===== src/rtl/bank_gate_pkg.sv =====
package bank_gate_pkg;
  typedef enum logic [1:0] {
    REG_ROM_HI = 2'd0,
    REG_ROM_LO = 2'd1,
    REG_RAM    = 2'd2
  } region_e;
endpackage


===== src/rtl/bank_region_decode.sv =====
module bank_region_decode
  import bank_gate_pkg::*;
#(
  parameter int BANK_W  = 8,
  parameter int PC_W    = 16,
  parameter int CNT_W   = 8,
  parameter int ROM_MAX = 32
) (
  input  logic [BANK_W-1:0] bank,
  input  logic [PC_W-1:0]   pc,
  input  logic [CNT_W-1:0]  rom_banks,
  input  logic [CNT_W-1:0]  ram_banks,
  input  logic              rom_grant,
  input  logic              ram_grant,
  input  logic              cache_hit,
  output region_e           region,
  output logic [CNT_W-1:0]  dividend,
  output logic [CNT_W-1:0]  divisor,
  output logic              permit
);
  localparam logic [BANK_W-1:0] RED_MASK  = BANK_W'(8'h7F);
  localparam logic [BANK_W-1:0] HI_START  = BANK_W'(8'h40);
  localparam logic [BANK_W-1:0] RAM_FIRST = BANK_W'(8'h70);
  localparam logic [BANK_W-1:0] RAM_LAST  = BANK_W'(8'h73);
  localparam logic [BANK_W-1:0] HOLE_LO   = BANK_W'(8'h60);
  localparam logic [BANK_W-1:0] HOLE_HI   = BANK_W'(8'h6F);
  localparam logic [BANK_W-1:0] TOP_DENY  = BANK_W'(8'h74);
  localparam logic [PC_W-1:0]   PC_HALF   = PC_W'(1) << (PC_W - 1);
  localparam logic [CNT_W-1:0]  ONE       = CNT_W'(1);
  localparam logic [CNT_W-1:0]  ROM_LIM   = CNT_W'(ROM_MAX);

  logic [BANK_W-1:0] b_red;
  logic [CNT_W-1:0]  rom_eff, ram_eff;
  logic              is_ram;

  always_comb begin
    b_red   = bank & RED_MASK;
    is_ram  = (bank >= RAM_FIRST) && (bank <= RAM_LAST);
    rom_eff = (rom_banks == '0) ? ONE : ((rom_banks > ROM_LIM) ? ROM_LIM : rom_banks);
    ram_eff = (ram_banks == '0) ? ONE : ram_banks;

    if (is_ram) begin
      region   = REG_RAM;
      dividend = CNT_W'(bank[1:0]);
      divisor  = ram_eff;
    end else if (b_red >= HI_START) begin
      region   = REG_ROM_HI;
      dividend = CNT_W'(b_red);
      divisor  = (rom_eff == ONE) ? CNT_W'(2) : rom_eff;
    end else begin
      region   = REG_ROM_LO;
      dividend = CNT_W'(b_red);
      divisor  = rom_eff << 1;
    end

    if (cache_hit)                                  permit = 1'b1;
    else if ((bank < HI_START) && (pc < PC_HALF))   permit = 1'b0;
    else if ((bank >= HOLE_LO) && (bank <= HOLE_HI)) permit = 1'b0;
    else if (bank >= TOP_DENY)                      permit = 1'b0;
    else if (is_ram)                                permit = ram_grant;
    else                                            permit = rom_grant;
  end
endmodule


===== src/rtl/seq_remainder.sv =====
module seq_remainder #(
  parameter int DW = 8
) (
  input  logic          clk,
  input  logic          rst,
  input  logic          start,
  input  logic [DW-1:0] dividend,
  input  logic [DW-1:0] divisor,
  output logic          running,
  output logic          rdy,
  output logic [DW-1:0] rem
);
  logic [DW-1:0] div_q;

  always_ff @(posedge clk) begin
    if (rst) begin
      running <= 1'b0;
      rem     <= '0;
      div_q   <= '0;
    end else if (start) begin
      running <= 1'b1;
      rem     <= dividend;
      div_q   <= divisor;
    end else if (running) begin
      if (rem >= div_q) rem <= rem - div_q;
      else running <= 1'b0;
    end
  end

  assign rdy = running && (rem < div_q);
endmodule


===== src/rtl/bank_start_gate.sv =====
module bank_start_gate
  import bank_gate_pkg::*;
#(
  parameter int BANK_W     = 8,
  parameter int PC_W       = 16,
  parameter int CNT_W      = 8,
  parameter int BANK_SHIFT = 16,
  parameter int ROM_MAX    = 32,
  parameter int OFF_W      = CNT_W + BANK_SHIFT
) (
  input  logic              clk,
  input  logic              rst,
  input  logic              req,
  input  logic [BANK_W-1:0] bank,
  input  logic [PC_W-1:0]   pc,
  input  logic [CNT_W-1:0]  rom_banks,
  input  logic [CNT_W-1:0]  ram_banks,
  input  logic              rom_grant,
  input  logic              ram_grant,
  input  logic              cache_hit,
  output logic              busy,
  output logic              done,
  output logic [OFF_W-1:0]  phys_off,
  output logic              ram_sel,
  output logic              start_ok,
  output logic              go_clr,
  output logic              irq_clr
);
  localparam logic [OFF_W-1:0] LOW_BASE = OFF_W'(1) << (BANK_SHIFT + 5);

  region_e          region_c, region_q;
  logic [CNT_W-1:0] dvd, dvs, rem;
  logic             permit_c, permit_q;
  logic             running, rdy, accept;
  logic [OFF_W-1:0] base_off;

  bank_region_decode #(
    .BANK_W(BANK_W), .PC_W(PC_W), .CNT_W(CNT_W), .ROM_MAX(ROM_MAX)
  ) u_decode (
    .bank(bank), .pc(pc), .rom_banks(rom_banks), .ram_banks(ram_banks),
    .rom_grant(rom_grant), .ram_grant(ram_grant), .cache_hit(cache_hit),
    .region(region_c), .dividend(dvd), .divisor(dvs), .permit(permit_c)
  );

  assign accept = req && !running;

  seq_remainder #(.DW(CNT_W)) u_rem (
    .clk(clk), .rst(rst), .start(accept), .dividend(dvd), .divisor(dvs),
    .running(running), .rdy(rdy), .rem(rem)
  );

  assign busy     = running;
  assign base_off = OFF_W'(rem) << BANK_SHIFT;

  always_ff @(posedge clk) begin
    if (rst) begin
      region_q <= REG_ROM_HI;
      permit_q <= 1'b0;
      done     <= 1'b0;
      phys_off <= '0;
      ram_sel  <= 1'b0;
      start_ok <= 1'b0;
      go_clr   <= 1'b0;
      irq_clr  <= 1'b0;
    end else begin
      if (accept) begin
        region_q <= region_c;
        permit_q <= permit_c;
      end
      done    <= rdy;
      go_clr  <= rdy && !permit_q;
      irq_clr <= rdy && permit_q;
      if (rdy) begin
        start_ok <= permit_q;
        ram_sel  <= (region_q == REG_RAM);
        phys_off <= (region_q == REG_ROM_LO) ? base_off + LOW_BASE : base_off;
      end
    end
  end
endmodule


===== config.mk =====
export PLATFORM = sky130hd
export DESIGN_NAME = bank_start_gate
export DESIGN_NICKNAME = d
export VERILOG_FILES = /design/src/rtl/bank_gate_pkg.sv /design/src/rtl/bank_region_decode.sv /design/src/rtl/seq_remainder.sv /design/src/rtl/bank_start_gate.sv
export SDC_FILE = /design/constraint.sdc
export NUM_CORES = 1
export LEC_CHECK = 0
export ABC_AREA = 1
export BUFFER_PORTS_ARGS = -buffer_cell sky130_fd_sc_hd__buf_2
export CORE_MARGIN = 5
export CORE_UTILIZATION = 40
export CTS_CLUSTER_SIZE = 20
export DETAILED_ROUTE_END_ITERATION = 10
export PLACE_DENSITY = 0.66
export SLEW_MARGIN = 20
export SYNTH_ARGS = -nofsm -noshare
export SYNTH_HDL_FRONTEND = slang
export SYNTH_SLANG_ARGS = --single-unit

===== constraint.sdc =====
create_clock -name clk -period 2.4 [get_ports clk]
set_input_delay 0.72 -clock clk [delete_from_list [all_inputs] [get_ports clk]]
set_output_delay 0.72 -clock clk [all_outputs]
set_load 0.005 [all_outputs]

==> results of run 1 <==
[per-layer routing]
| metal | up-vias | track usage (%) |
|---|---|---|
| met4 | 0 | 4.32 |
| met3 | 5 | 3.73 |
| met5 | - | 0 |
| met1 | 900 | 18.7 |
| li1 | 1104 | - |
| met2 | 45 | 23.8 |
[kinds of logic after synthesis]
group	after synthesis	synth area share, %
muxes	1	0.507
xor gates and xnor gates	3	1.18
adders and majority gates	10	5.97
DFF	33	29.7
other	1	0.169
AOI/OAI and AO/OA	52	13.5
and+or+nand+nor	164	34.1
buffers and inverters	66	14.9
[final cells by class]
class / count / area [µm²]
fillers: 580 / 2920
well taps: 72 / 90.1
clock buffers: 5 / 68.8
multi-input cells: 246 / 1290
repair buffers: 45 / 228
inverters: 44 / 168
flip-flops and latches: 33 / 661
clock inverters: 3 / 17.5
[through the flow]
step,hold slack [ns],power [µW],cells
global route,0.499,3160,448
CTS,0.472,2880,448
floorplan,0.421,2150,345
global placement,0.446,2430,440
detailed placement,0.453,2470,440
finish,0.470,2850,448
[sequential cells by signal (all words and copies together) (netlist names)]
signal / flops
ram_sel: 1
u_rem.running: 1
done: 1
start_ok: 1
irq_clr: 1
region_q: 2
u_rem.rem: 8
phys_off: 8
go_clr: 1
permit_q: 1
u_rem.div_q: 8
[critical path, cell delays in order (launching register included)]
cell and delay (ns):
dfxtp_1 0.33, inv_1 0.06, ha_1 0.22, fa_1 0.41, inv_1 0.10, nand3_1 0.09, nand2_2 0.13, nand2_4 0.08
nand2_4 0.13, inv_4 0.10, o21ai_0 0.19, a21oi_1 0.06
[worst paths after layout]
check	slack [ns]	depth (start not counted)	end
setup / recovery	0.38	11	phys_off[23]
hold / removal	0.47	2	u_rem.div_q[7]
setup reg to reg	0.38	11	phys_off[23]
hold reg to reg	0.47	2	u_rem.div_q[7]
[placed cells by master (no fill, tap or decap)]
master      count
ha_1            9
o21a_1          1
nor3_2          2
inv_2           7
nand4_4         1
nand2_1        81
xor2_1          2
nor2_1         41
a21oi_1        15
o22ai_1         1
or2_2           1
fa_1            1
conb_1         16
nand2_4         3
o21ai_0        17
mux2_2          1
buf_2          44
dfxtp_1        33
clkinv_2        2
nor2_4          3
inv_1          35
inv_4           1
clkbuf_8        5
nand2_2        10
a21oi_2         3
o211ai_1        2
nand3_2         1
o21ai_1         6
a31oi_1         2
clkinvlp_4      1
buf_4           1
nand3_1        13
a21boi_1        1
nand4_1         3
nor3_1          2
xnor2_1         1
o21bai_1        1
o21ai_2         3
nor2_2          3
clkinv_1        1
[where the power goes]
group | internal (µW) | total (µW) | switching, µW
logic | 609 | 1650 | 1040
clock network | 200 | 404 | 205
registers | 692 | 799 | 107
total | 1500 | 2850 | 1350
==> flow_summary.json, run 1 <==
{
  "start_util_pct": 40.9,
  "ys_async_sr_fraction_pct": 0,
  "vias": 2054,
  "synth_cells": 330,
  "route.met2.wl_mm": 2.30,
  "core_area_mm2": 0.00544,
  "wl_per_cell_um": 11.2,
  "yosysWarnings": 0,
  "synth_most_common_cell": "nand2_1",
  "fin_worst_skew_ns": 0.00291,
  "rsz0062_at_grt": "false",
  "ys_types": 39,
  "min_period_ns": 2.02,
  "cp_max_fo": 14,
  "overflow": 0,
  "place_area_mm2": 0.00243,
  "ioPinCount": 76,
  "cts-root-buf": "clkbuf_8",
  "chipHeight_um": 84.5,
  "clock_latency_ns": 0.28,
  "regToRegStartpoint": "u_rem.rem[0]",
  "grt_pass1_vias": 1946,
  "finalSetupViolCount": 0,
  "crit_start": "u_rem.rem[0]",
  "finalNetCount": 431,
  "yosysSeqAreaShare_pct": 29.7,
  "routed_wl_mm": 5.03,
  "htreeDepth": 2,
  "worstHoldStart": "u_rem.div_q[7]",
  "grt_start_max_net_pins": 22,
  "cts_tree": "done",
  "routed.top_layer": "met4",
  "tightest_slew_ns": 0.528,
  "synth-seq-cells": 33,
  "viasPerCell": 4.58,
  "io_buffers": 44,
  "clkTransAtPathRegs_ns": 0.07,
  "grt_antenna_before_repair": 0,
  "ir_drop_mv": 0.359,
  "fp.dieW_um": 84.5,
  "status": "finished clean",
  "final_area_mm2": 0.00252,
  "detailed_place_hpwl_mm": 4.11,
  "synthTopCellsByArea": "dfxtp_1 30%, nand2_1 14%, nor2_1 6.9%",
  "cp-start-kind": "flip-flop",
  "area_growth_pct": 13.4,
  "gp_congestion": 0.890,
  "grt_pass1_wl_mm": 8.52,
  "hold_viol_final": 0,
  "cts_buffers": 5,
  "fin_crit_sh_pct": 84.0,
  "fmaxAchievable_mhz": 496,
  "maxSlewHeadroom_pct": 64.7,
  "synth.largest_area_cell": "dfxtp_1",
  "syn_area_mm2": 0.00222,
  "post-place-ws_ns": 0.419,
  "required_ns": 2.57,
  "clk_path_buf_depth": 2,
  "ys_top_cells_by_count": "81 x nand2_1, 41 x nor2_1, 35 x inv_1",
  "dr.pass1.iters": 4,
  "drtIter0Drc": 84,
  "synth_edf_count": 0,
  "crit_path_end_kind": "flip-flop",
  "maxCapViolCount": 0,
  "remaining_drc_errors": 0,
  "cts.repair.resized": 0,
  "p_per_area_mw_per_mm2": 1130,
  "power_leakage_uw": 0.00128,
  "rows": 27,
  "critPathArrivalTime_ns": 2.19,
  "drt-met1-wl_mm": 2.39,
  "die_area_mm2": 0.00715,
  "ant_nets": 0,
  "hold_buffers": 0,
  "drive_gt1_share_pct": 24.5,
  "synth_top_area_share_pct": 29.7,
  "fin_util_pct": 46.3,
  "crit_type": "reg -> reg",
  "postSynthAreaPerCell_um2": 6.73,
  "setup_tns_ns": 0,
  "grtUsageTotal_pct": 14.5,
  "clock-sinks": 33,
  "synth-main-ff-cell": "dfxtp_1",
  "cts_setup_buffers": 0,
  "finalWorstSetupSlack_ns": 0.384,
  "min_path_type": "reg -> reg",
  "slew_viol_final": 0,
  "diodes": 0,
  "met3_length_um": 285
}
Power figures use the tool's default switching activity.
==> inputs of run 2 (changes only) <==
clock period = 1.9 ns   (was 2.4 ns; I/O delays follow)
==> flow_summary.json, run 2 (synthesis results as in run 1) <==
{
  "maxSlewHeadroom_pct": 63.8,
  "fin_util_pct": 49.1,
  "cp-start-kind": "flip-flop",
  "routed_wl_mm": 5.24,
  "finalSetupViolCount": 0,
  "viasPerCell": 4.59,
  "crit_type": "reg -> reg",
  "rsz0062_at_grt": "false",
  "fin_worst_skew_ns": 0.00829,
  "min_path_type": "reg -> reg",
  "grtUsageTotal_pct": 15.3,
  "clkTransAtPathRegs_ns": 0.07,
  "drive_gt1_share_pct": 27.5,
  "mostFrequentLayoutCells": "81 x nand2_1, 44 x buf_2, 41 x nor2_1, 34 x inv_1, 32 x dfxtp_1",
  "power_leakage_uw": 0.00135,
  "crit_path_end_kind": "flip-flop",
  "diodes": 0,
  "wl_per_cell_um": 11.5,
  "grt_antenna_before_repair": 0,
  "fillerInstances": 580,
  "cts_tree": "done",
  "chipHeight_um": 84.5,
  "io_buffers": 44,
  "detailed_place_hpwl_mm": 4.10,
  "final_common_cell": "nand2_1",
  "vias": 2096,
  "grt_pass1_vias": 2029,
  "overflow": 0,
  "fmaxAchievable_mhz": 553,
  "clock_latency_ns": 0.29,
  "ir_drop_mv": 0.542,
  "status": "finished clean",
  "dp_cells": 447,
  "reg_top3": "phys_off: 8 flops, u_rem.div_q: 8 flops, u_rem.rem: 8 flops",
  "p_per_area_mw_per_mm2": 1550,
  "critPathArrivalTime_ns": 2.04,
  "ioPinCount": 76,
  "hold_viol_final": 0,
  "fin_crit_sh_pct": 95.3,
  "die_area_mm2": 0.00715,
  "grt_start_max_net_pins": 23,
  "cts-root-buf": "clkbuf_8",
  "area_growth_pct": 20.3,
  "maxCapViolCount": 0,
  "rows": 27,
  "fp.dieW_um": 84.5,
  "remaining_drc_errors": 0,
  "design_power_total_uw": 4150,
  "grt_pass1_wl_mm": 9.00,
  "finalNonFillerCells": 457,
  "start_util_pct": 40.9,
  "clock-sinks": 33,
  "htreeDepth": 2,
  "ant_nets": 0,
  "regToRegSetupSlack_ns": 0.09,
  "drtIter0Drc": 90,
  "finalWorstSetupSlack_ns": 0.0902,
  "core_area_mm2": 0.00544,
  "min_period_ns": 1.81,
  "slew_viol_final": 0,
  "cts_buffers": 5,
  "dr.pass1.iters": 4,
  "gp_congestion": 0.912,
  "finalNetCount": 440,
  "clk_path_buf_depth": 2,
  "required_ns": 2.13,
  "cp_max_fo": 2,
  "post-place-ws_ns": -0.0143,
  "hold_ws_ns": 0.463,
  "tightest_slew_ns": 0.542
}
## run 2: where the power goes
part,internal (µW),switching (µW)
logic,906,1440
registers,875,137
clock network,521,270
total,2300,1850
## run 2: metrics by stage
| stage | setup TNS (ns) | cell area [µm²] |
|---|---|---|
| floorplan | 0 | 2280 |
| global placement | -0.00244 | 2490 |
| detailed placement | -0.0756 | 2490 |
| CTS | 0 | 2640 |
| global route | 0 | 2670 |
| finish | 0 | 2670 |
## run 2: worst max-delay path, cell delays in order, from the launching register on
cell	delay, ns
dfxtp_2	0.34
inv_1	0.06
ha_2	0.19
fa_2	0.35
inv_2	0.07
nand3_1	0.07
nand2_2	0.12
buf_4	0.12
buf_4	0.09
nor2_1	0.03
o21ai_1	0.13
nand2_1	0.07
a21oi_2	0.12
## run 2: metal layers
layer	GRT usage (%)	wire (µm)	vias up
met1	19.7	2400	926
met2	25.8	2500	51
met5	0	0	-
met4	3.45	31	0
li1	-	-	1115
met3	3.73	321	4
## run 2: layout make-up
cell class	instances	area [µm²]	share of cell area, %
Tap cell	72	90.1	3.37
Clock inverter	3	65.1	2.43
Inverter	44	170	6.37
Clock buffer	5	68.8	2.57
Timing Repair Buffer	53	288	10.8
Multi-Input combinational cell	247	1330	49.7
Sequential cell	33	662	24.8
## run 2: worst paths after layout
path,start,endpoint,cells after the start
hold reg to reg,permit_q,go_clr,1
setup reg to reg,u_rem.rem[0],u_rem.rem[4],12
setup / recovery,u_rem.rem[0],u_rem.rem[4],12
hold / removal,permit_q,go_clr,1
## run 2: repair_timing
| action | in CTS | in global routing |
|---|---|---|
| pin swaps | 1 | 1 |
| endpoints found under the setup margin | 11 | 12 |
| setup buffers | 0 | 1 |
| hold buffers | 0 | 0 |
| gates cloned | 1 | 0 |
| resized for setup | 3 | 9 |
==> inputs of run 3 (changes only) <==
CORE_UTILIZATION = 50   (was 40)
MAX_ROUTING_LAYER = met4   (was unset)
PLACE_DENSITY = 0.8   (was 0.66)
==> flow_summary.json, run 3 (synthesis results as in run 1) <==
{
  "ioPinCount": 76,
  "start_util_pct": 51.4,
  "grt_pass1_wl_mm": 8.44,
  "clock_latency_ns": 0.29,
  "wl_per_cell_um": 12.1,
  "ir_drop_mv": 0.758,
  "power_leakage_uw": 0.00134,
  "finalSetupViolCount": 0,
  "clock-sinks": 33,
  "crit_path_end_kind": "flip-flop",
  "critPathArrivalTime_ns": 2.06,
  "hold_buffers": 0,
  "clk_path_buf_depth": 2,
  "fmaxAchievable_mhz": 546,
  "setup_tns_ns": 0,
  "tightest_slew_ns": 0.509,
  "maxSlewHeadroom_pct": 66.1,
  "cts_setup_buffers": 0,
  "post-place-ws_ns": 0.0306,
  "diodes": 0,
  "cts-root-buf": "clkbuf_8",
  "dr.pass1.iters": 4,
  "viasPerCell": 4.86,
  "core_area_mm2": 0.00432,
  "routed_wl_mm": 5.27,
  "p_switching_uw": 1900,
  "cp_max_fo": 2,
  "grt_pass1_vias": 1916,
  "hold_viol_final": 0,
  "rows": 24,
  "overflow": 0,
  "clkTransAtPathRegs_ns": 0.07,
  "multi_input_area_mm2": 0.00135,
  "p_per_area_mw_per_mm2": 1590,
  "power_frac_seq_pct": 24.0,
  "fp.dieW_um": 76.7,
  "slew_viol_final": 0,
  "die_area_mm2": 0.00588,
  "cts_buffers": 5,
  "maxCapViolCount": 0,
  "fillerInstances": 436,
  "worst-r2r-cell-count": 11,
  "pwr-share-comb_pct": 57.1,
  "htreeDepth": 2,
  "drtIter0Drc": 121,
  "chipHeight_um": 76.7,
  "p_clk_share_pct": 18.9,
  "final_common_cell": "nand2_1",
  "status": "finished clean",
  "hold_depth": 1,
  "detailed_place_hpwl_mm": 4.07,
  "gp_congestion": 0.913,
  "min_path_type": "reg -> reg",
  "finalWorstSetupSlack_ns": 0.0691,
  "remaining_drc_errors": 0,
  "place_area_mm2": 0.00246,
  "cellInternalPower_uw": 2330,
  "mostFrequentLayoutCells": "81 x nand2_1, 44 x buf_2, 40 x nor2_1, 34 x inv_1, 32 x dfxtp_1",
  "regArea_um2": 662,
  "fin_crit_sh_pct": 96.4,
  "finalNetCount": 439,
  "grt_antenna_before_repair": 0,
  "ant_nets": 0,
  "cp-start-kind": "flip-flop",
  "vias": 2117,
  "hold_ws_ns": 0.452,
  "rsz0062_at_grt": "true",
  "required_ns": 2.13,
  "fin_worst_skew_ns": 0.00227,
  "grt_start_max_net_pins": 22,
  "swShare_pct": 44.9,
  "crit_type": "reg -> reg",
  "cts_tree": "done",
  "area_growth_pct": 19.6,
  "io_buffers": 44,
  "reg_top3": "phys_off: 8 flops, u_rem.div_q: 8 flops, u_rem.rem: 8 flops",
  "min_period_ns": 1.83,
  "grtUsageTotal_pct": 18.1,
  "final_area_mm2": 0.00266,
  "drive_gt1_share_pct": 28.1
}
run 3: cell types whose count changed in the layout (fill, tap and decap cells not counted), sizes merged:
cell,delta
buf,-1
run 3: power groups by stage:
stage	sequential, µW	combinational, µW	clock, µW
floorplan	999	1720	0
global placement	1010	2130	0
detailed placement	1010	2190	0
CTS	999	2210	804
global route	1040	2700	844
finish	1010	2410	799
run 3: worst max-delay path, stage by stage, from the launching register on:
cell and delay, ns:
dfxtp_2 0.33, inv_1 0.06, ha_2 0.21, fa_2 0.35
inv_2 0.06, nand3_1 0.07, nand2_2 0.10, buf_4 0.12
nor2_1 0.04, o21ai_1 0.17, nand2_1 0.11, a21oi_2 0.14
run 3: routing by layer:
layer / GRT usage [%] / part of all wire (%) / up-vias
li1: - / - / 1113
met1: 21.5 / 43 / 939
met2: 29.8 / 50 / 55
met3: 4.68 / 5.7 / 10
met4: 5.94 / 1.4 / 0
met5: - / 0 / -
run 3: path summary, 6_finish.rpt:
path | slack (ns) | start | end
setup reg to reg | 0.07 | u_rem.rem[0] | u_rem.rem[4]
hold reg to reg | 0.45 | permit_q | go_clr
hold / removal | 0.45 | permit_q | go_clr
setup / recovery | 0.07 | u_rem.rem[0] | u_rem.rem[4]
run 3: timing repair:
action	4_1_cts	5_1_grt
pin swaps	0	3
gates cloned	0	1
resized for setup	1	13
endpoints found under the setup margin	7	18
run 3: final cells by class:
cell class | count | area share, %
clock buffer | 5 | 2.59
timing repair buffer | 52 | 10.5
clock inverter | 3 | 2.45
multi-input combinational | 247 | 50.8
tap | 52 | 2.45
sequential | 33 | 24.9
inverter | 44 | 6.31
run 3: per-stage QoR:
stage,utilization (%),cells,power (µW)
floorplan,-,345,2710
global placement,56.9,427,3140
detailed placement,56.9,427,3200
CTS,60.1,435,4010
global route,61.5,436,4590
finish,61.5,436,4220
